$ cat src/rtl/rtc_cal_pkg.sv
package rtc_cal_pkg;

  localparam int unsigned ADDR_W = 4;
  localparam int unsigned BYTE_W = 8;
  localparam int unsigned YEAR_W = 16;

  localparam logic [ADDR_W-1:0] A_SUB  = 4'd0;
  localparam logic [ADDR_W-1:0] A_SEC  = 4'd1;
  localparam logic [ADDR_W-1:0] A_MIN  = 4'd2;
  localparam logic [ADDR_W-1:0] A_HOUR = 4'd3;
  localparam logic [ADDR_W-1:0] A_WDAY = 4'd4;
  localparam logic [ADDR_W-1:0] A_DAY  = 4'd5;
  localparam logic [ADDR_W-1:0] A_MON  = 4'd6;
  localparam logic [ADDR_W-1:0] A_YEAR = 4'd7;
  localparam logic [ADDR_W-1:0] A_CTL1 = 4'd14;
  localparam logic [ADDR_W-1:0] A_CTL2 = 4'd15;

  localparam logic [YEAR_W-1:0] YEAR_RST = 16'h2000;

  // packed BCD increment of a two-digit byte
  function automatic logic [BYTE_W-1:0] bcd_inc8(input logic [BYTE_W-1:0] v);
    if (v[3:0] >= 4'd9) return {v[7:4] + 4'd1, 4'd0};
    return v + 8'd1;
  endfunction

  // two-digit BCD value divisible by four: (10t+u) mod 4 == (2t+u) mod 4
  function automatic logic bcd_div4(input logic [BYTE_W-1:0] v);
    logic [3:0] s;
    s = v[3:0] + {2'b00, v[4], 1'b0};
    return (s[1:0] == 2'b00);
  endfunction

  function automatic logic is_leap(input logic [YEAR_W-1:0] y);
    if (y[7:0] == 8'h00) return bcd_div4(y[15:8]);
    return bcd_div4(y[7:0]);
  endfunction

  function automatic logic [BYTE_W-1:0] last_day(input logic [BYTE_W-1:0] mon,
                                                 input logic leap);
    case (mon)
      8'h02:                      return leap ? 8'h29 : 8'h28;
      8'h04, 8'h06, 8'h09, 8'h11: return 8'h30;
      default:                    return 8'h31;
    endcase
  endfunction

endpackage

$ cat src/rtl/rtc_subsec_prescaler.sv
module rtc_subsec_prescaler #(
  parameter int unsigned SUB_W = 7
) (
  input  logic             clk,
  input  logic             rst,
  input  logic             tick,
  input  logic             run,
  input  logic             hold,
  output logic [SUB_W-1:0] count,
  output logic             sec_step
);
  localparam logic [SUB_W-1:0] LAST = {SUB_W{1'b1}};

  assign sec_step = tick && run && !hold && (count == LAST);

  always_ff @(posedge clk) begin
    if (rst || hold) count <= '0;
    else if (tick && run) count <= count + 1'b1;
  end
endmodule

$ cat src/rtl/rtc_bcd_field.sv
module rtc_bcd_field #(
  parameter logic [7:0] MIN_V = 8'h00,
  parameter logic [7:0] MAX_V = 8'h59
) (
  input  logic       clk,
  input  logic       rst,
  input  logic       step,
  input  logic       load,
  input  logic [7:0] load_val,
  output logic [7:0] value,
  output logic       wrap
);
  import rtc_cal_pkg::*;

  assign wrap = step && (value >= MAX_V);

  always_ff @(posedge clk) begin
    if (rst)       value <= MIN_V;
    else if (load) value <= load_val;
    else if (step) value <= wrap ? MIN_V : bcd_inc8(value);
  end
endmodule

$ cat src/rtl/rtc_date_unit.sv
module rtc_date_unit (
  input  logic        clk,
  input  logic        rst,
  input  logic        day_step,
  input  logic        load_day,
  input  logic        load_mon,
  input  logic        load_year,
  input  logic [15:0] wdata,
  output logic [7:0]  day,
  output logic [7:0]  mon,
  output logic [15:0] year
);
  import rtc_cal_pkg::*;

  logic [7:0] dmax;
  logic       day_wrap;
  logic       year_step;

  assign dmax     = last_day(mon, is_leap(year));
  assign day_wrap = day_step && (day >= dmax);

  always_ff @(posedge clk) begin
    if (rst)           day <= 8'h01;
    else if (load_day) day <= wdata[7:0];
    else if (day_step) day <= day_wrap ? 8'h01 : bcd_inc8(day);
  end

  rtc_bcd_field #(.MIN_V(8'h01), .MAX_V(8'h12)) u_mon (
    .clk(clk), .rst(rst), .step(day_wrap), .load(load_mon),
    .load_val(wdata[7:0]), .value(mon), .wrap(year_step)
  );

  always_ff @(posedge clk) begin
    if (rst)            year <= YEAR_RST;
    else if (load_year) year <= wdata;
    else if (year_step) begin
      if (year[7:0] >= 8'h99)
        year <= {(year[15:8] >= 8'h99) ? 8'h00 : bcd_inc8(year[15:8]), 8'h00};
      else
        year[7:0] <= bcd_inc8(year[7:0]);
    end
  end
endmodule

$ cat src/rtl/rtc_calendar_core.sv
module rtc_calendar_core #(
  parameter int unsigned SUB_W = 7
) (
  input  logic        clk,
  input  logic        rst,
  input  logic        tick,
  input  logic        wr_en,
  input  logic        rd_en,
  input  logic [3:0]  addr,
  input  logic [15:0] wdata,
  output logic [15:0] rdata,
  output logic        rd_valid,
  output logic        carry_irq
);
  import rtc_cal_pkg::*;

  localparam int unsigned N_TOD = 3;

  logic             start_q, en_q, prst_q, flag_q, cie_q;
  logic             run, sec_step, field_wr;
  logic [SUB_W-1:0] subsec;
  logic [7:0]       tod_val [N_TOD];
  logic [N_TOD-1:0] tod_wrap;
  logic [7:0]       wday, day, mon;
  logic [15:0]      year;
  logic [7:0]       sec_val;
  logic             wday_wrap_unused;
  logic [15:0]      rd_next;

  assign run      = start_q && en_q;
  assign field_wr = wr_en && !start_q;
  assign sec_val  = tod_val[0];

  rtc_subsec_prescaler #(.SUB_W(SUB_W)) u_presc (
    .clk(clk), .rst(rst), .tick(tick), .run(run), .hold(prst_q),
    .count(subsec), .sec_step(sec_step)
  );

  // seconds, minutes, hours chained
  for (genvar i = 0; i < N_TOD; i++) begin : g_tod
    localparam logic [7:0] TOP  = (i == N_TOD - 1) ? 8'h23 : 8'h59;
    localparam logic [3:0] MY_A = A_SEC + 4'(i);
    logic step_i;
    if (i == 0) begin : g_first
      assign step_i = sec_step;
    end else begin : g_next
      assign step_i = tod_wrap[i-1];
    end
    rtc_bcd_field #(.MIN_V(8'h00), .MAX_V(TOP)) u_fld (
      .clk(clk), .rst(rst), .step(step_i),
      .load(field_wr && (addr == MY_A)), .load_val(wdata[7:0]),
      .value(tod_val[i]), .wrap(tod_wrap[i])
    );
  end

  rtc_bcd_field #(.MIN_V(8'h00), .MAX_V(8'h06)) u_wday (
    .clk(clk), .rst(rst), .step(tod_wrap[N_TOD-1]),
    .load(field_wr && (addr == A_WDAY)), .load_val(wdata[7:0]),
    .value(wday), .wrap(wday_wrap_unused)
  );

  rtc_date_unit u_date (
    .clk(clk), .rst(rst), .day_step(tod_wrap[N_TOD-1]),
    .load_day(field_wr && (addr == A_DAY)),
    .load_mon(field_wr && (addr == A_MON)),
    .load_year(field_wr && (addr == A_YEAR)),
    .wdata(wdata), .day(day), .mon(mon), .year(year)
  );

  // control registers; a seconds step wins over a clearing write
  always_ff @(posedge clk) begin
    if (rst) begin
      start_q <= 1'b0;
      en_q    <= 1'b0;
      prst_q  <= 1'b0;
      flag_q  <= 1'b0;
      cie_q   <= 1'b0;
    end else begin
      if (wr_en && addr == A_CTL2) begin
        start_q <= wdata[0];
        prst_q  <= wdata[1];
        en_q    <= wdata[3];
      end
      if (wr_en && addr == A_CTL1) cie_q <= wdata[4];
      if (sec_step) flag_q <= 1'b1;
      else if (wr_en && addr == A_CTL1) flag_q <= flag_q & wdata[7];
    end
  end

  assign carry_irq = flag_q && cie_q;

  always_comb begin
    rd_next = '0;
    case (addr)
      A_SUB:  rd_next[SUB_W-1:0] = subsec;
      A_SEC:  rd_next[7:0] = tod_val[0];
      A_MIN:  rd_next[7:0] = tod_val[1];
      A_HOUR: rd_next[7:0] = tod_val[2];
      A_WDAY: rd_next[7:0] = wday;
      A_DAY:  rd_next[7:0] = day;
      A_MON:  rd_next[7:0] = mon;
      A_YEAR: rd_next      = year;
      A_CTL1: begin
        rd_next[7] = flag_q;
        rd_next[4] = cie_q;
      end
      A_CTL2: begin
        rd_next[3] = en_q;
        rd_next[1] = prst_q;
        rd_next[0] = start_q;
      end
      default: rd_next = '0;
    endcase
  end

  always_ff @(posedge clk) begin
    if (rst) begin
      rdata    <= '0;
      rd_valid <= 1'b0;
    end else begin
      rd_valid <= rd_en;
      if (rd_en) rdata <= rd_next;
    end
  end
endmodule

$ cat config.mk
export PLATFORM = sky130hd
export DESIGN_NAME = rtc_calendar_core
export DESIGN_NICKNAME = d
export VERILOG_FILES = /design/src/rtl/rtc_cal_pkg.sv /design/src/rtl/rtc_subsec_prescaler.sv /design/src/rtl/rtc_bcd_field.sv /design/src/rtl/rtc_date_unit.sv /design/src/rtl/rtc_calendar_core.sv
export SDC_FILE = /design/constraint.sdc
export NUM_CORES = 1
export LEC_CHECK = 0
export BUFFER_PORTS_ARGS = -buffer_cell sky130_fd_sc_hd__buf_2
export CORE_MARGIN = 2
export CORE_UTILIZATION = 50
export DETAILED_ROUTE_END_ITERATION = 7
export MAX_ROUTING_LAYER = met4
export PLACE_DENSITY = 0.65
export RECOVER_POWER = 25
export SYNTH_ARGS = -nofsm -noshare
export SYNTH_HDL_FRONTEND = slang
export SYNTH_SLANG_ARGS = --single-unit
$ cat constraint.sdc
create_clock -name clk -period 4.2 [get_ports clk]
set_input_delay 0.42 -clock clk [delete_from_list [all_inputs] [get_ports clk]]
set_output_delay 0.42 -clock clk [all_outputs]
set_load 0.005 [all_outputs]
Yosys cells after proc, flatten, opt, wreduce, memory -nomap -nowiden --
Index checks and enable logic that the tools add are counted. Widths: inputs -> output; s select.
Operators by class: add/sub/neg operators 19, $mul 0, divide/modulo/power cells 0, magnitude comparators 16, eq/ne operators 15, shift operators 0, multiplexer cells 87, bitwise logic cells 1, reductions and logical operators 39
Operators with widths (number):
- $mux 8 | 38
- $add 8x1->8 const B | 8
- $mux 1 | 40
- $add 4x1->4 const B | 8
- $ge 4x4->1 const B | 8
- $mux 16 | 2
- $logic_and 1x1->1 | 21
- $pmux 1 s9 | 2
- $pmux 2 s9 | 1
- $reduce_bool 2->1 | 9
- $eq 4x3->1 const B | 4
- $eq 8x3->1 const B | 2
- $ge 8x7->1 const B | 2
- $ge 8x8->1 const B | 2
- $pmux 1 s8 | 2
- $pmux 2 s8 | 1
- $pmux 8 s2 | 1
- $eq 4x2->1 const B | 2
- $eq 4x4->1 const B | 2
- $eq 8x2->1 const B | 1
- $eq 8x4->1 const B | 1
- $eq 8x5->1 const B | 1
- $ge 8x3->1 const B | 1
- $ge 8x5->1 const B | 1
- other kinds (14) | 17
Storage, ports and cells: register bits after elaboration 93, latch bits 0, memory bits (writable) 0, ROM bits 0, bits of input ports 25, word-level logic and storage cells 193, memories kept 0

Longest topological paths before layout --
Gate-level depths: netlist of the first run.
word-level depth 17, gate-level depth with buffers 14, gate-level depth less buffers 13

By module --
Synthesis of the first run repeated with hierarchy kept, for this count alone.
Second synthesis, totals: cell total of the unflattened synthesis 797, area total of the unflattened synthesis 6640.1 µm²
Modules (own cells, without submodules):
- rtc_date_unit | times used 1, cells an instance 232, area each 1899.3 µm², seq. area each 480.5 µm²
- rtc_calendar_core | times used 1, cells an instance 196, area each 1567.8 µm², seq. area each 440.4 µm²
- rtc_bcd_field (g_tod[0].u_fld ...) | times used 2, cells an instance 68, area each 558.0 µm², seq. area each 160.2 µm²
- rtc_bcd_field (u_wday) | times used 1, cells an instance 68, area each 620.6 µm², seq. area each 160.2 µm²
- rtc_bcd_field (g_tod[2].u_fld) | times used 1, cells an instance 61, area each 561.8 µm², seq. area each 160.2 µm²
- rtc_bcd_field (u_date.u_mon) | times used 1, cells an instance 66, area each 553.0 µm², seq. area each 160.2 µm²
- rtc_subsec_prescaler | times used 1, cells an instance 38, area each 321.6 µm², seq. area each 140.1 µm²

Least setup slack after synthesis of the first run --
Ideal clock, no wire load.
kind flip-flop to flip-flop, start register u_date.u_mon.value[4], end register u_date.year[0], setup time 91 ps, arrival time 2952 ps, required time 4109 ps, setup slack 1157 ps, stages on the path, launching flop included 15, path buffers 1, path through dfxtp_1 inv_1 ha_1 mux2_2 nand2_1 o21ai_0 and2_1 mux2i_1 ha_1 nor4b_1 o221ai_1 nand3_1 clkbuf_1 o21ai_0 a311oi_1
On the way: word-level cells in the longest chain between the ends 7, elaborated cells on any way between the ends 12, classes of those cells 2 x order compare; 5 x eq/ne; 1 x mux; 4 x reduce/logical
Ends and longest elaborated chain:
- start, declared | RTL line rtc_bcd_field.sv:10 | output logic [7:0] value,
- start signal, assigned | RTL line rtc_bcd_field.sv:19 | else if (load) value <= load_val;
- start signal, assigned | RTL line rtc_bcd_field.sv:20 | else if (step) value <= wrap ? MIN_V : bcd_inc8(value);
- $eq 8x3->1 (tied with other cells) | RTL line rtc_cal_pkg.sv:40 | case (mon)
- $reduce_or 4->1 | RTL line rtc_cal_pkg.sv:40
- $pmux 8 s2 | RTL line rtc_cal_pkg.sv:40
- $ge 8x8->1 | RTL line rtc_date_unit.sv:20 | assign day_wrap = day_step && (day >= dmax);
- $logic_and 1x1->1 | RTL line rtc_date_unit.sv:20
- $logic_and 1x1->1 * | RTL line rtc_bcd_field.sv:15 | assign wrap = step && (value >= MAX_V);
- $reduce_bool 2->1 (no source line) *
- end signal, assigned | RTL line rtc_date_unit.sv:35 | else if (load_year) year <= wdata;
- end signal, assigned | RTL line rtc_date_unit.sv:38 | year <= {(year[15:8] >= 8'h99) ? 8'h00 : bcd_inc8(year[15:8]), 8'h00};
- end signal, assigned | RTL line rtc_date_unit.sv:40 | year[7:0] <= bcd_inc8(year[7:0]);
- end, declared | RTL line rtc_date_unit.sv:11 | output logic [15:0] year
Every way passes the cells marked *; elsewhere a longest branch is shown, timed or not. A chain may end at the register's enable or synchronous reset.

==> results_tabular.tex, run 1 <==
\begin{tabular}{lr}
\hline
Metric & Value \\
\hline
\multicolumn{2}{l}{\textbf{Layout}} \\
Layout cells sized above 1 & 10.1\% \\
ANT cells & 0 \\
Post-synthesis to final-layout area growth & 8.22\% \\
Final \#Nets & 902 \\
\multicolumn{2}{l}{\textbf{Critical path}} \\
Data required time of the critical path & around 4.4 ns \\
Worst setup path class & input pin to flip-flop \\
Worst reg2reg startpoint & u\_date.year[4] \\
End of the worst register-to-register path & u\_date.year[3] \\
Number of cells traversed by the worst register-to-register path & 14 \\
Maximum fanout along the worst path & 66 \\
Crit path capture type & flip-flop \\
Startpoint types & input pin \\
Worst reg2reg setup slack & $\sim$0.61 ns \\
Crit path DAT & 3.87 ns \\
\multicolumn{2}{l}{\textbf{Routing}} \\
Count of antenna-violating nets left after detailed routing & 0 \\
Number of detailed-route iterations in the first pass & 6 \\
Via total after detailed routing & 6,613 \\
Avg WL per Cell & roughly 22 um \\
Vias per cell & 6.58 \\
DRC violation total after the first TritonRoute iteration & between 700 and 800 \\
Final routed wirelength across all metal layers & between 20,000 and 25,000 um \\
Detailed-route DRC error count & 0 \\
\multicolumn{2}{l}{\textbf{Power and ir drop}} \\
LEAKAGE & 2.63 nW \\
Peak supply drop & 0.188 mV \\
Pwr Density & approximately 280 nW/um\^{}2 \\
\multicolumn{2}{l}{\textbf{Global routing}} \\
Grt ovf & 0 \\
Via count of the first global-routing pass & around 6,000 \\
Initial antenna violation count & 1 \\
Maximum number of pins on one net before global-route repair & 67 \\
First-pass GRT wire length & about 34,000 um \\
GRT Total Usage & a little under a third \\
\multicolumn{2}{l}{\textbf{CTS}} \\
Post-cts sizing count & 0 \\
Clock-pin slew of the registers on the worst-case setup and hold paths & 0.07 ns \\
CTS Buffer Depth & 2 \\
Setup Buffers After CTS & 0 \\
TritonCTS clock tree & yes \\
Later-pin clock latency in the skew report & 0.36 ns \\
TritonCTS buffer count & 9 \\
Hold-fix buffers at CTS & 0 \\
Cell chosen for the clock root & clkbuf\_16 \\
Number of levels the H-tree was split into & 3 \\
Count of clock tree sinks & 93 \\
\multicolumn{2}{l}{\textbf{Die}} \\
Die Footprint & approximately 14,000 um\^{}2 \\
Initial cell density of the core & approximately 52\% \\
Chip Height & 118 um \\
Row Count & slightly above 40 \\
I/O pin cnt & 43 \\
Die outline width & 118 um \\
Area of the core & around 13,000 um\^{}2 \\
\multicolumn{2}{l}{\textbf{Synth}} \\
\#FFs+latches synth & between 90 and 100 \\
Portion of synthesized cell area occupied by the leading cell type & 28.5\% \\
Area share of fa/ha/maj cells after synthesis & a little under a tenth \\
Yosys cell types & 81 \\
Mapped Nets & $\sim$900 \\
Synth top area cells & dfxtp\_1, ha\_1, nor2\_1, nand2\_1, nand3\_1 \\
Number of warning messages in the yosys log & 0 \\
Simple-gate area share of the yosys netlist & a little over a quarter \\
Largest family of logic cells by synthesized area & simple AND/OR/NAND/NOR gates \\
Share of the synthesized netlist area taken by xor and xnor gates & between 1 and 1.5\% \\
Predominant post-synthesis flop cell & dfxtp\_1 \\
Async set or reset register ratio after synthesis & 0\% \\
Post-synth EDFFs & 0 \\
Mean area per synthesized cell & approximately 7.9 um\^{}2 \\
Ranking of synthesized cells by instance count & dfxtp\_1, nor2\_1, nand2\_1 \\
Synth Area in Compound Gates & roughly a quarter \\
Register area share after synthesis & 28.5\% \\
Synthesized instance count & 824 \\
Library cell with the highest instance count after synthesis & dfxtp\_1 \\
Cell Area, Synth & 6530 um\^{}2 \\
Yosys top cell by area & dfxtp\_1 \\
Share of cell area taken by muxes after synthesis & around 3.6\% \\
\multicolumn{2}{l}{\textbf{STA}} \\
Final worst path period share & $\sim$87\% \\
Min Tclk post-route & roughly 3.6 ns \\
Setup slack after layout & between 0.5 and 0.6 ns \\
Worst slew pin tran & around 3.2 ns \\
Final number of max-transition violations & between 60 and 70 \\
Post-Route Skew & about 0.013 ns \\
Final count of negative-setup-slack endpoints & 0 \\
Normalized max-slew margin & -116\% \\
Hold Violations, Final & 0 \\
RSZ-0062 raised after global routing & false \\
Fmax & $\sim$0.28 GHz \\
Setup TNS & 0 ns \\
\multicolumn{2}{l}{\textbf{Min path}} \\
Sink of the worst hold path & u\_date.year[8] \\
Launch instance of the worst min-delay path & wdata[8] \\
Hold Path Depth & 3 \\
Path category of the worst min-delay check & input pin to flip-flop \\
\multicolumn{2}{l}{\textbf{Job}} \\
Number of maximum-capacitance constraint violations & 1 \\
\multicolumn{2}{l}{\textbf{Placement}} \\
DP Worst Slack & between 0.6 and 0.7 ns \\
Final Wtd Congestion & between 0.9 and 1 \\
HPWL after DPL & approximately 15,000 um \\
Input/output buffers & 42 \\
\multicolumn{2}{l}{\textbf{Run status}} \\
Violations in the final reports & capacitance limit, slew limit \\
Status & complete, but fails checks \\
\hline
\end{tabular}
-- critical path, cell delays in order --
cell and delay (ns):
clkbuf_2 0.38, clkbuf_1 2.31, nor2_1 0.28, o311ai_0 0.26
o211ai_1 0.14
-- registers in the layout (all words and copies together) (netlist names) --
name	flops
u_date.year	16
u_date.u_mon.value	8
u_date.day	8
prst_q	1
u_presc.count	7
flag_q	1
rdata	16
rd_valid	1
start_q	1
u_wday.value	8
cie_q	1
g_tod.u_fld.value	24
en_q	1
-- logic make-up after synthesis --
family                     Yosys count
buffers and inverters               94
muxes                               21
xor gates and xnor gates            11
DFF                                 93
adders and majority gates           49
and+or+nand+nor                    333
AOI/OAI and AO/OA                  223
-- placed cells by master (no fill, tap or decap), types with 8 or more instances in the layout --
master      n
dfxtp_1    93
nor2_1     80
nand2_1    68
nand3_1    49
ha_1       49
a21oi_1    46
inv_1      38
buf_2      33
o21ai_0    25
nor3_1     22
a31oi_1    20
nor2b_1    19
o211ai_1   16
a22oi_1    15
and3_1     14
nand4_1    12
mux2i_1    11
a311oi_1   11
mux2_2      9
and2_1      9
o31ai_1     9
clkbuf_16   9
clkbuf_1    9
nand2b_1    8
-- layout make-up --
cell class / count / area [um^2]
Fill cell: 1240 / 5600
Multi-Input combinational cell: 637 / 4300
Sequential cell: 93 / 1860
Timing Repair Buffer: 49 / 249
Clock buffer: 10 / 229
Tap cell: 172 / 215
Inverter: 38 / 143
Clock inverter: 6 / 70.1
-- worst max path at each step --
stage,startpoint,endpoint,cells past startpoint
3_3_place_gp,u_date.year[4],u_date.year[3],14
6_report,rst,u_date.u_mon.value[4],5
2_1_floorplan,u_date.u_mon.value[4],u_date.year[0],14
4_1_cts,u_date.year[4],u_date.year[3],14
3_5_place_dp,u_date.year[4],u_date.year[3],14
5_1_grt,u_date.year[4],u_date.year[3],14
-- routing by layer --
layer	part of all wire [%]	GRT usage, %	vias up	routed length, um
met3	8.9	6.23	57	1930
met1	43	42.8	3159	9400
met4	3.6	13.9	0	768
met5	0	-	-	0
met2	44	45.8	327	9530
li1	-	-	3070	-
-- through the flow --
| step | instances | cell area, um^2 | hold slack, ns | total power [mW] | utilization, % |
|---|---|---|---|---|---|
| final | 1005 | 7070 | 0.350 | 2.00 | 55.8 |
| after global routing | 1005 | 7070 | 0.367 | 2.06 | 55.8 |
| after CTS | 1005 | 7080 | 0.352 | 2.01 | 55.9 |
| after detailed placement | 989 | 6780 | 0.480 | 1.16 | 53.5 |
| after global placement | 989 | 6780 | 0.465 | 1.15 | 53.5 |
| after floorplan | 824 | 6530 | 0.456 | 1.08 | - |
-- power by group --
group          internal, mW  switching [mW]
Combinational        0.0709           0.140
Sequential            0.900          0.0304
Clock                 0.468           0.390
Total                  1.44           0.560
Note: power is estimated with default switching activity, not from simulation.
==> run 2: changes to the inputs <==
- CORE_UTILIZATION: 50 -> 60
- PLACE_DENSITY: 0.65 -> 0.76
- RECOVER_POWER: 25 -> not set
==> run 2 against run 1 <==
Power decreased by 12%. Core utilization increased by 8.7 points. First-iteration DRC count increased by 9.0%. Non-clock buffer count unchanged. Largest cell class unchanged. The run now ends clean.
==> results_tabular.tex, run 2 (synthesis results as in run 1) <==
\begin{tabular}{lr}
\hline
Metric & Value \\
\hline
\multicolumn{2}{l}{\textbf{Run status}} \\
Status & completed \\
\multicolumn{2}{l}{\textbf{Power and ir drop}} \\
Share of total power consumed by net switching & 31.8\% (+3.7 points) \\
Peak supply drop & 0.201 mV (+6.9\%) \\
Net switching component of the power & 560 uW (about the same) \\
LEAKAGE & 2.61 nW (-0.50\%) \\
Share of total power in combinational logic & 12.2\% (+1.7 points) \\
Share of power burned in registers & 52.8\% (+6.2 points) \\
Clock network fraction of design power & 35.1\% (-7.8 points) \\
Design internal power & 1.20 mW (-16\%) \\
Pwr Density & 254 nW/um\^{}2 (-10\%) \\
\multicolumn{2}{l}{\textbf{STA}} \\
Normalized max-slew margin & 32.9\% (+150 points) \\
Post-Route Skew & 0.0143 ns (+0.00135 ns) \\
Final worst path period share & 84.5\% (-2.0 points) \\
Fmax & 0.282 GHz (+2.4\%) \\
Final number of max-transition violations & 0 (-100\%) \\
Min Tclk post-route & 3.55 ns (-0.0858 ns) \\
RSZ-0062 raised after global routing & false \\
Worst slew pin tran & 1.01 ns (-2.23 ns) \\
Final count of negative-setup-slack endpoints & 0 (unchanged) \\
Hold Violations, Final & 0 (unchanged) \\
Setup TNS & 0 ns (unchanged) \\
\multicolumn{2}{l}{\textbf{Routing}} \\
Number of detailed-route iterations in the first pass & 5 (-1) \\
Via total after detailed routing & 6,762 (+2.3\%) \\
Final routed wirelength across all metal layers & 21,400 um (-1.0\%) \\
DRC violation total after the first TritonRoute iteration & 839 (+9.0\%) \\
Count of antenna-violating nets left after detailed routing & 0 (unchanged) \\
Avg WL per Cell & 22.0 um (+2.1\%) \\
Detailed-route DRC error count & 0 (unchanged) \\
Vias per cell & 6.94 (+5.5\%) \\
\multicolumn{2}{l}{\textbf{Critical path}} \\
Crit path capture type & flip-flop \\
Startpoint types & flip-flop \\
Crit path DAT & 3.87 ns (about the same) \\
Worst setup path class & flip-flop to flip-flop \\
Maximum fanout along the worst path & 13 (-80\%) \\
Data required time of the critical path & 4.52 ns (+0.09 ns) \\
\multicolumn{2}{l}{\textbf{Placement}} \\
HPWL after DPL & 14,700 um (-3.8\%) \\
Input/output buffers & 42 (unchanged) \\
Total placed instance area & 6740 um\^{}2 (-0.59\%) \\
Final Wtd Congestion & 1.04 (+6.6\%) \\
\multicolumn{2}{l}{\textbf{CTS}} \\
Cell chosen for the clock root & clkbuf\_8 \\
Setup Buffers After CTS & 0 (unchanged) \\
Count of clock tree sinks & 93 (unchanged) \\
Later-pin clock latency in the skew report & 0.40 ns (+0.04 ns) \\
TritonCTS buffer count & 9 (unchanged) \\
TritonCTS clock tree & yes \\
Hold-fix buffers at CTS & 0 (unchanged) \\
Post-cts sizing count & 0 (unchanged) \\
Number of levels the H-tree was split into & 3 (unchanged) \\
Clock-pin slew of the registers on the worst-case setup and hold paths & 0.11 ns (+0.04 ns) \\
CTS Buffer Depth & 2 (unchanged) \\
\multicolumn{2}{l}{\textbf{Min path}} \\
Path category of the worst min-delay check & input pin to flip-flop \\
\multicolumn{2}{l}{\textbf{Job}} \\
Number of maximum-capacitance constraint violations & 0 (-1) \\
\multicolumn{2}{l}{\textbf{Die}} \\
Initial cell density of the core & 60.8\% (+9.2 points) \\
Die Footprint & 11,700 um\^{}2 (-16\%) \\
Area of the core & 10,700 um\^{}2 (-15\%) \\
Die outline width & 108 um (-8.4\%) \\
Chip Height & 108 um (-8.4\%) \\
Row Count & 38 (-7.3\%) \\
I/O pin cnt & 43 (unchanged) \\
\multicolumn{2}{l}{\textbf{Layout}} \\
Most common library cell in the layout ignoring fill and taps & dfxtp\_1 \\
Post-synthesis to final-layout area growth & 6.17\% \\
Layout cells sized above 1 & 11.4\% (+1.3 points) \\
Largest registers in the final layout & g\_tod.u\_fld.value: 24 flops, rdata: 16 flops, u\_date.year: 16 flops \\
Largest Register & g\_tod.u\_fld.value \\
Final \#Nets & 902 (unchanged) \\
Most used cells in the layout excluding fill and tap cells & dfxtp\_1, nor2\_1, nand2\_1 \\
Post-route design area & 6930 um\^{}2 (-1.9\%) \\
Max FFs per register & 24 (unchanged) \\
\multicolumn{2}{l}{\textbf{Global routing}} \\
Maximum number of pins on one net before global-route repair & 75 (+12\%) \\
Initial antenna violation count & 1 (unchanged) \\
GRT Total Usage & 38.3\% (+6.6 points) \\
First-pass GRT wire length & 33,400 um (-1.2\%) \\
Grt ovf & 0 (unchanged) \\
Via count of the first global-routing pass & 6,180 (+2.9\%) \\
\hline
\end{tabular}
run 2: power groups by stage:
stage | Clock, mW | Combinational (mW) | Sequential, mW
floorplan | 0 | 0.139 | 0.937
global placement | 0 | 0.204 | 0.947
detailed placement | 0 | 0.206 | 0.949
CTS | 0.625 | 0.207 | 0.928
global route | 0.654 | 0.229 | 0.933
finish | 0.618 | 0.214 | 0.930
run 2: final timing paths:
kind	slack, ns	endpoint	cells past startpoint	start
setup / recovery	0.65	u_date.year[3]	13	u_date.year[4]
hold / removal	0.29	u_date.year[8]	3	wdata[8]
setup reg to reg	0.65	u_date.year[3]	13	u_date.year[4]
hold reg to reg	0.48	rdata[6]	2	rdata[6]
run 2: stage by stage:
stage	setup WS (ns)	power, mW	cells	util [%]	hold WS (ns)
5_1_grt	0.466	1.81	974	64.5	0.291
6_report	0.649	1.76	974	64.5	0.295
4_1_cts	0.712	1.76	973	64.5	0.288
3_3_place_gp	0.801	1.15	957	62.7	0.468
2_1_floorplan	1.16	1.08	824	-	0.456
3_5_place_dp	0.730	1.15	957	62.7	0.470
run 2: cell type report:
cell class	count	area [um^2]
Antenna cell	1	2.50
Clock buffer	9	124
Clock inverter	7	65.1
Fill cell	963	3810
Inverter	38	143
Multi-Input combinational cell	637	4300
Sequential cell	93	1860
Tap cell	140	175
Timing Repair Buffer	49	263
run 2: layer usage:
metal | global-route usage, % | vias to the layer above | part of all wire, % | wire (um)
met5 | - | - | 0 | 0
met4 | 18.7 | 0 | 4.1 | 884
met3 | 8.02 | 70 | 11 | 2380
met2 | 55.9 | 416 | 44 | 9400
met1 | 50.5 | 3201 | 41 | 8730
li1 | - | 3075 | - | -
run 2: worst max-delay path: stages, from the launching register on:
cell and delay, ns:
dfxtp_1 0.55, inv_1 0.11, ha_1 0.20, nor4b_1 0.14, nand3b_1 0.12, nor3_1 0.06
a31oi_1 0.20, mux2i_1 0.10, ha_1 0.29, nor4b_1 0.06, o221ai_1 0.27, nand3_1 0.48
or4_1 0.63, a311oi_1 0.25
==> run 3: changes to the inputs <==
- clock period: 4.2 -> 3.6 ns (I/O delays scaled with it)
==> run 3 against run 2 <==
The flow now finishes with violations (DRC). Power rose by 17%. Clock skew is 0.0070 ns higher. Routed wire length shrank 1.1%. Clock power grew 17%. Clock-buffer cell count unchanged. Final area increased by 0.60%. Via count about the same. Flip-flop and latch count did not move. Die area is the same. Worst setup slack got worse by 0.22 ns. Final cell count is 0.31% higher. Largest cell class unchanged. Largest power group unchanged.
==> results_tabular.tex, run 3 (synthesis results as in run 1) <==
\begin{tabular}{lr}
\hline
Metric & Value \\
\hline
\multicolumn{2}{l}{\textbf{Layout}} \\
Layout cells sized above 1 & 11.8\% (+0.42 points) \\
Post-synthesis to final-layout area growth & 6.80\% \\
Largest registers in the final layout & g\_tod.u\_fld.value: 24 flops, rdata: 16 flops, u\_date.year: 16 flops \\
Most used cells in the layout excluding fill and tap cells & dfxtp\_1, nor2\_1, nand2\_1 \\
Final Non-Filler Cells & 977 (+0.31\%) \\
Most common library cell in the layout ignoring fill and taps & dfxtp\_1 \\
Largest Register & g\_tod.u\_fld.value \\
Fill count & 946 (-1.8\%) \\
Max FFs per register & 24 (unchanged) \\
Multi-input combinational cell area & 4300 um\^{}2 (unchanged) \\
Reg area & 1860 um\^{}2 (unchanged) \\
Final \#Nets & 906 (+0.44\%) \\
ANT cells & 0 (-1) \\
\multicolumn{2}{l}{\textbf{Critical path}} \\
Start point of the critical path & u\_date.u\_mon.value[4] \\
Count of cell instances traversed by the critical path & 13 (unchanged) \\
Number of cells traversed by the worst register-to-register path & 13 (unchanged) \\
Crit path max-delay cell type & dfxtp\_1 \\
Most Frequent Cell on Critical Path & ha\_1 \\
Worst setup path class & flip-flop to flip-flop \\
Largest stage delay, worst path & 0.46 ns (-0.17 ns) \\
Crit path DAT & 3.42 ns (-0.45 ns) \\
End of the worst register-to-register path & u\_date.year[13] \\
Crit path capture type & flip-flop \\
Worst reg2reg startpoint & u\_date.u\_mon.value[4] \\
Critical path, cell by cell & inv\_1 -> ha\_1 -> mux2\_2 -> nand2\_1 -> o21ai\_0 -> and2\_1 -> mux2i\_1 -> ha\_1 -> nor4b\_1 -> o221ai\_1 -> and3\_1 -> a21oi\_1 -> a32oi\_1 \\
Worst Setup EP & u\_date.year[13] \\
Worst reg2reg setup slack & 0.43 ns (-0.22 ns) \\
Top Family by Delay on Critical Path & simple AND/OR/NAND/NOR gates \\
Maximum fanout along the worst path & 11 (-2) \\
Data required time of the critical path & 3.85 ns (-0.67 ns) \\
Startpoint types & flip-flop \\
Number of buffers and inverters on the critical path & 1 (unchanged) \\
\multicolumn{2}{l}{\textbf{Placement}} \\
HPWL after DPL & 14,900 um (+1.1\%) \\
Post-Place Cells & 961 (+0.42\%) \\
Input/output buffers & 42 (unchanged) \\
DP Worst Slack & 0.507 ns (-0.223 ns) \\
Final Wtd Congestion & 1.03 (-0.68\%) \\
\multicolumn{2}{l}{\textbf{CTS}} \\
CTS Buffer Depth & 2 (unchanged) \\
Cell chosen for the clock root & clkbuf\_8 \\
TritonCTS buffer count & 9 (unchanged) \\
Hold-fix buffers at CTS & 0 (unchanged) \\
Clock-pin slew of the registers on the worst-case setup and hold paths & 0.11 ns (about the same) \\
Later-pin clock latency in the skew report & 0.40 ns (about the same) \\
TritonCTS clock tree & yes \\
Count of clock tree sinks & 93 (unchanged) \\
Setup Buffers After CTS & 0 (unchanged) \\
Number of levels the H-tree was split into & 3 (unchanged) \\
Post-cts sizing count & 0 (unchanged) \\
\multicolumn{2}{l}{\textbf{Global routing}} \\
GRT Total Usage & 38.1\% (-0.26 points) \\
Grt ovf & 0 (unchanged) \\
First-pass GRT wire length & 33,500 um (+0.25\%) \\
Maximum number of pins on one net before global-route repair & 67 (-11\%) \\
Initial antenna violation count & 0 (-1) \\
Via count of the first global-routing pass & 6,238 (+0.94\%) \\
\multicolumn{2}{l}{\textbf{Min path}} \\
Path category of the worst min-delay check & input pin to flip-flop \\
\multicolumn{2}{l}{\textbf{STA}} \\
Setup slack after layout & 0.429 ns (-0.220 ns) \\
Min Tclk post-route & 3.17 ns (-0.380 ns) \\
Fmax & 0.315 GHz (+12\%) \\
Setup TNS & 0 ns (unchanged) \\
Post-Route Skew & 0.0213 ns (+0.00704 ns) \\
Final worst path period share & 88.1\% (+3.5 points) \\
Normalized max-slew margin & 34.2\% (+1.3 points) \\
Final number of max-transition violations & 0 (unchanged) \\
Worst slew pin tran & 0.988 ns (-0.0194 ns) \\
Hold Violations, Final & 0 (unchanged) \\
Final count of negative-setup-slack endpoints & 0 (unchanged) \\
RSZ-0062 raised after global routing & false \\
\multicolumn{2}{l}{\textbf{Routing}} \\
DRC violation total after the first TritonRoute iteration & 791 (-5.7\%) \\
Via total after detailed routing & 6,763 (+0.015\%) \\
Number of detailed-route iterations in the first pass & 8 (+3) \\
Final routed wirelength across all metal layers & 21,200 um (-1.1\%) \\
Detailed-route DRC error count & 1 (+1) \\
Avg WL per Cell & 21.7 um (-1.4\%) \\
Vias per cell & 6.92 (-0.29\%) \\
Count of antenna-violating nets left after detailed routing & 0 (unchanged) \\
\multicolumn{2}{l}{\textbf{Power and ir drop}} \\
Share of power burned in registers & 52.5\% (-0.3 points) \\
Design internal power & 1.41 mW (+17\%) \\
LEAKAGE & 2.64 nW (+1.0\%) \\
Share of total power in combinational logic & 12.4\% (+0.2 points) \\
Clock network fraction of design power & 35.1\% (about the same) \\
Pwr Density & 296 nW/um\^{}2 (+16\%) \\
Share of total power consumed by net switching & 31.7\% (-0.098 points) \\
Peak supply drop & 0.223 mV (+11\%) \\
Net switching component of the power & 653 uW (+17\%) \\
\multicolumn{2}{l}{\textbf{Die}} \\
I/O pin cnt & 43 (unchanged) \\
Die outline width & 108 um (unchanged) \\
Row Count & 38 (unchanged) \\
Area of the core & 10,700 um\^{}2 (unchanged) \\
Die Footprint & 11,700 um\^{}2 (unchanged) \\
Chip Height & 108 um (unchanged) \\
Initial cell density of the core & 60.8\% (unchanged) \\
\multicolumn{2}{l}{\textbf{Run status}} \\
Violations in the final reports & DRC \\
Status & complete, but fails checks \\
\multicolumn{2}{l}{\textbf{Job}} \\
Number of maximum-capacitance constraint violations & 0 (unchanged) \\
\hline
\end{tabular}
-- run 3: cell count changes in the layout (fill, tap and decap cells not counted) --
| cell | change |
|---|---|
| buf_4 | +3 |
| clkinv_2 | +1 |
| inv_8 | +2 |
| diode_2 | -1 |
| buf_12 | +1 |
| inv_6 | -3 |
-- run 3: worst min-delay path by stage --
stage                                from         endpoint  slack (ns)  cells after the start
after global placement           rdata[6]         rdata[6]        0.46                      2
after CTS                        wdata[8]   u_date.year[8]        0.24                      3
final                            wdata[8]   u_date.year[8]        0.25                      3
after global routing             wdata[8]   u_date.year[8]        0.28                      3
after detailed placement         rdata[6]         rdata[6]        0.47                      2
after floorplan           u_wday.value[7]  u_wday.value[7]        0.46                      2
-- run 3: power groups by stage --
stage / Combinational, mW / Sequential [mW] / Clock (mW)
finish: 0.257 / 1.08 / 0.723
floorplan: 0.162 / 1.09 / 0
CTS: 0.248 / 1.08 / 0.724
global placement: 0.243 / 1.10 / 0
global route: 0.275 / 1.08 / 0.757
detailed placement: 0.247 / 1.10 / 0
-- run 3: tightest hold or removal path, stage by stage --
cell      delay, ns
buf_2          0.09
nor2_1         0.10
a311oi_1       0.05
-- run 3: routing by layer --
layer	track usage [%]	part of all wire, %	vias to the layer above
met1	51.7	42	3196
met5	-	0	-
met2	55.2	44	413
met4	17.5	3.6	0
li1	-	-	3084
met3	6.51	11	70
-- run 3: cell type report --
class	instances	share of cell area, %
well taps	140	2.51
inverters	38	2.05
flip-flops and latches	93	26.7
clock buffers	9	1.78
multi-input cells	637	61.6
clock inverters	7	0.951
repair buffers	53	4.38
-- run 3: metrics by stage --
stage | util [%] | cell area [um^2] | hold WS [ns] | total power [mW]
2_1_floorplan | - | 6530 | 0.456 | 1.26
3_3_place_gp | 63.1 | 6780 | 0.464 | 1.35
3_5_place_dp | 63.1 | 6780 | 0.472 | 1.35
4_1_cts | 64.9 | 6970 | 0.242 | 2.05
5_1_grt | 64.9 | 6970 | 0.278 | 2.12
6_report | 64.9 | 6970 | 0.249 | 2.06
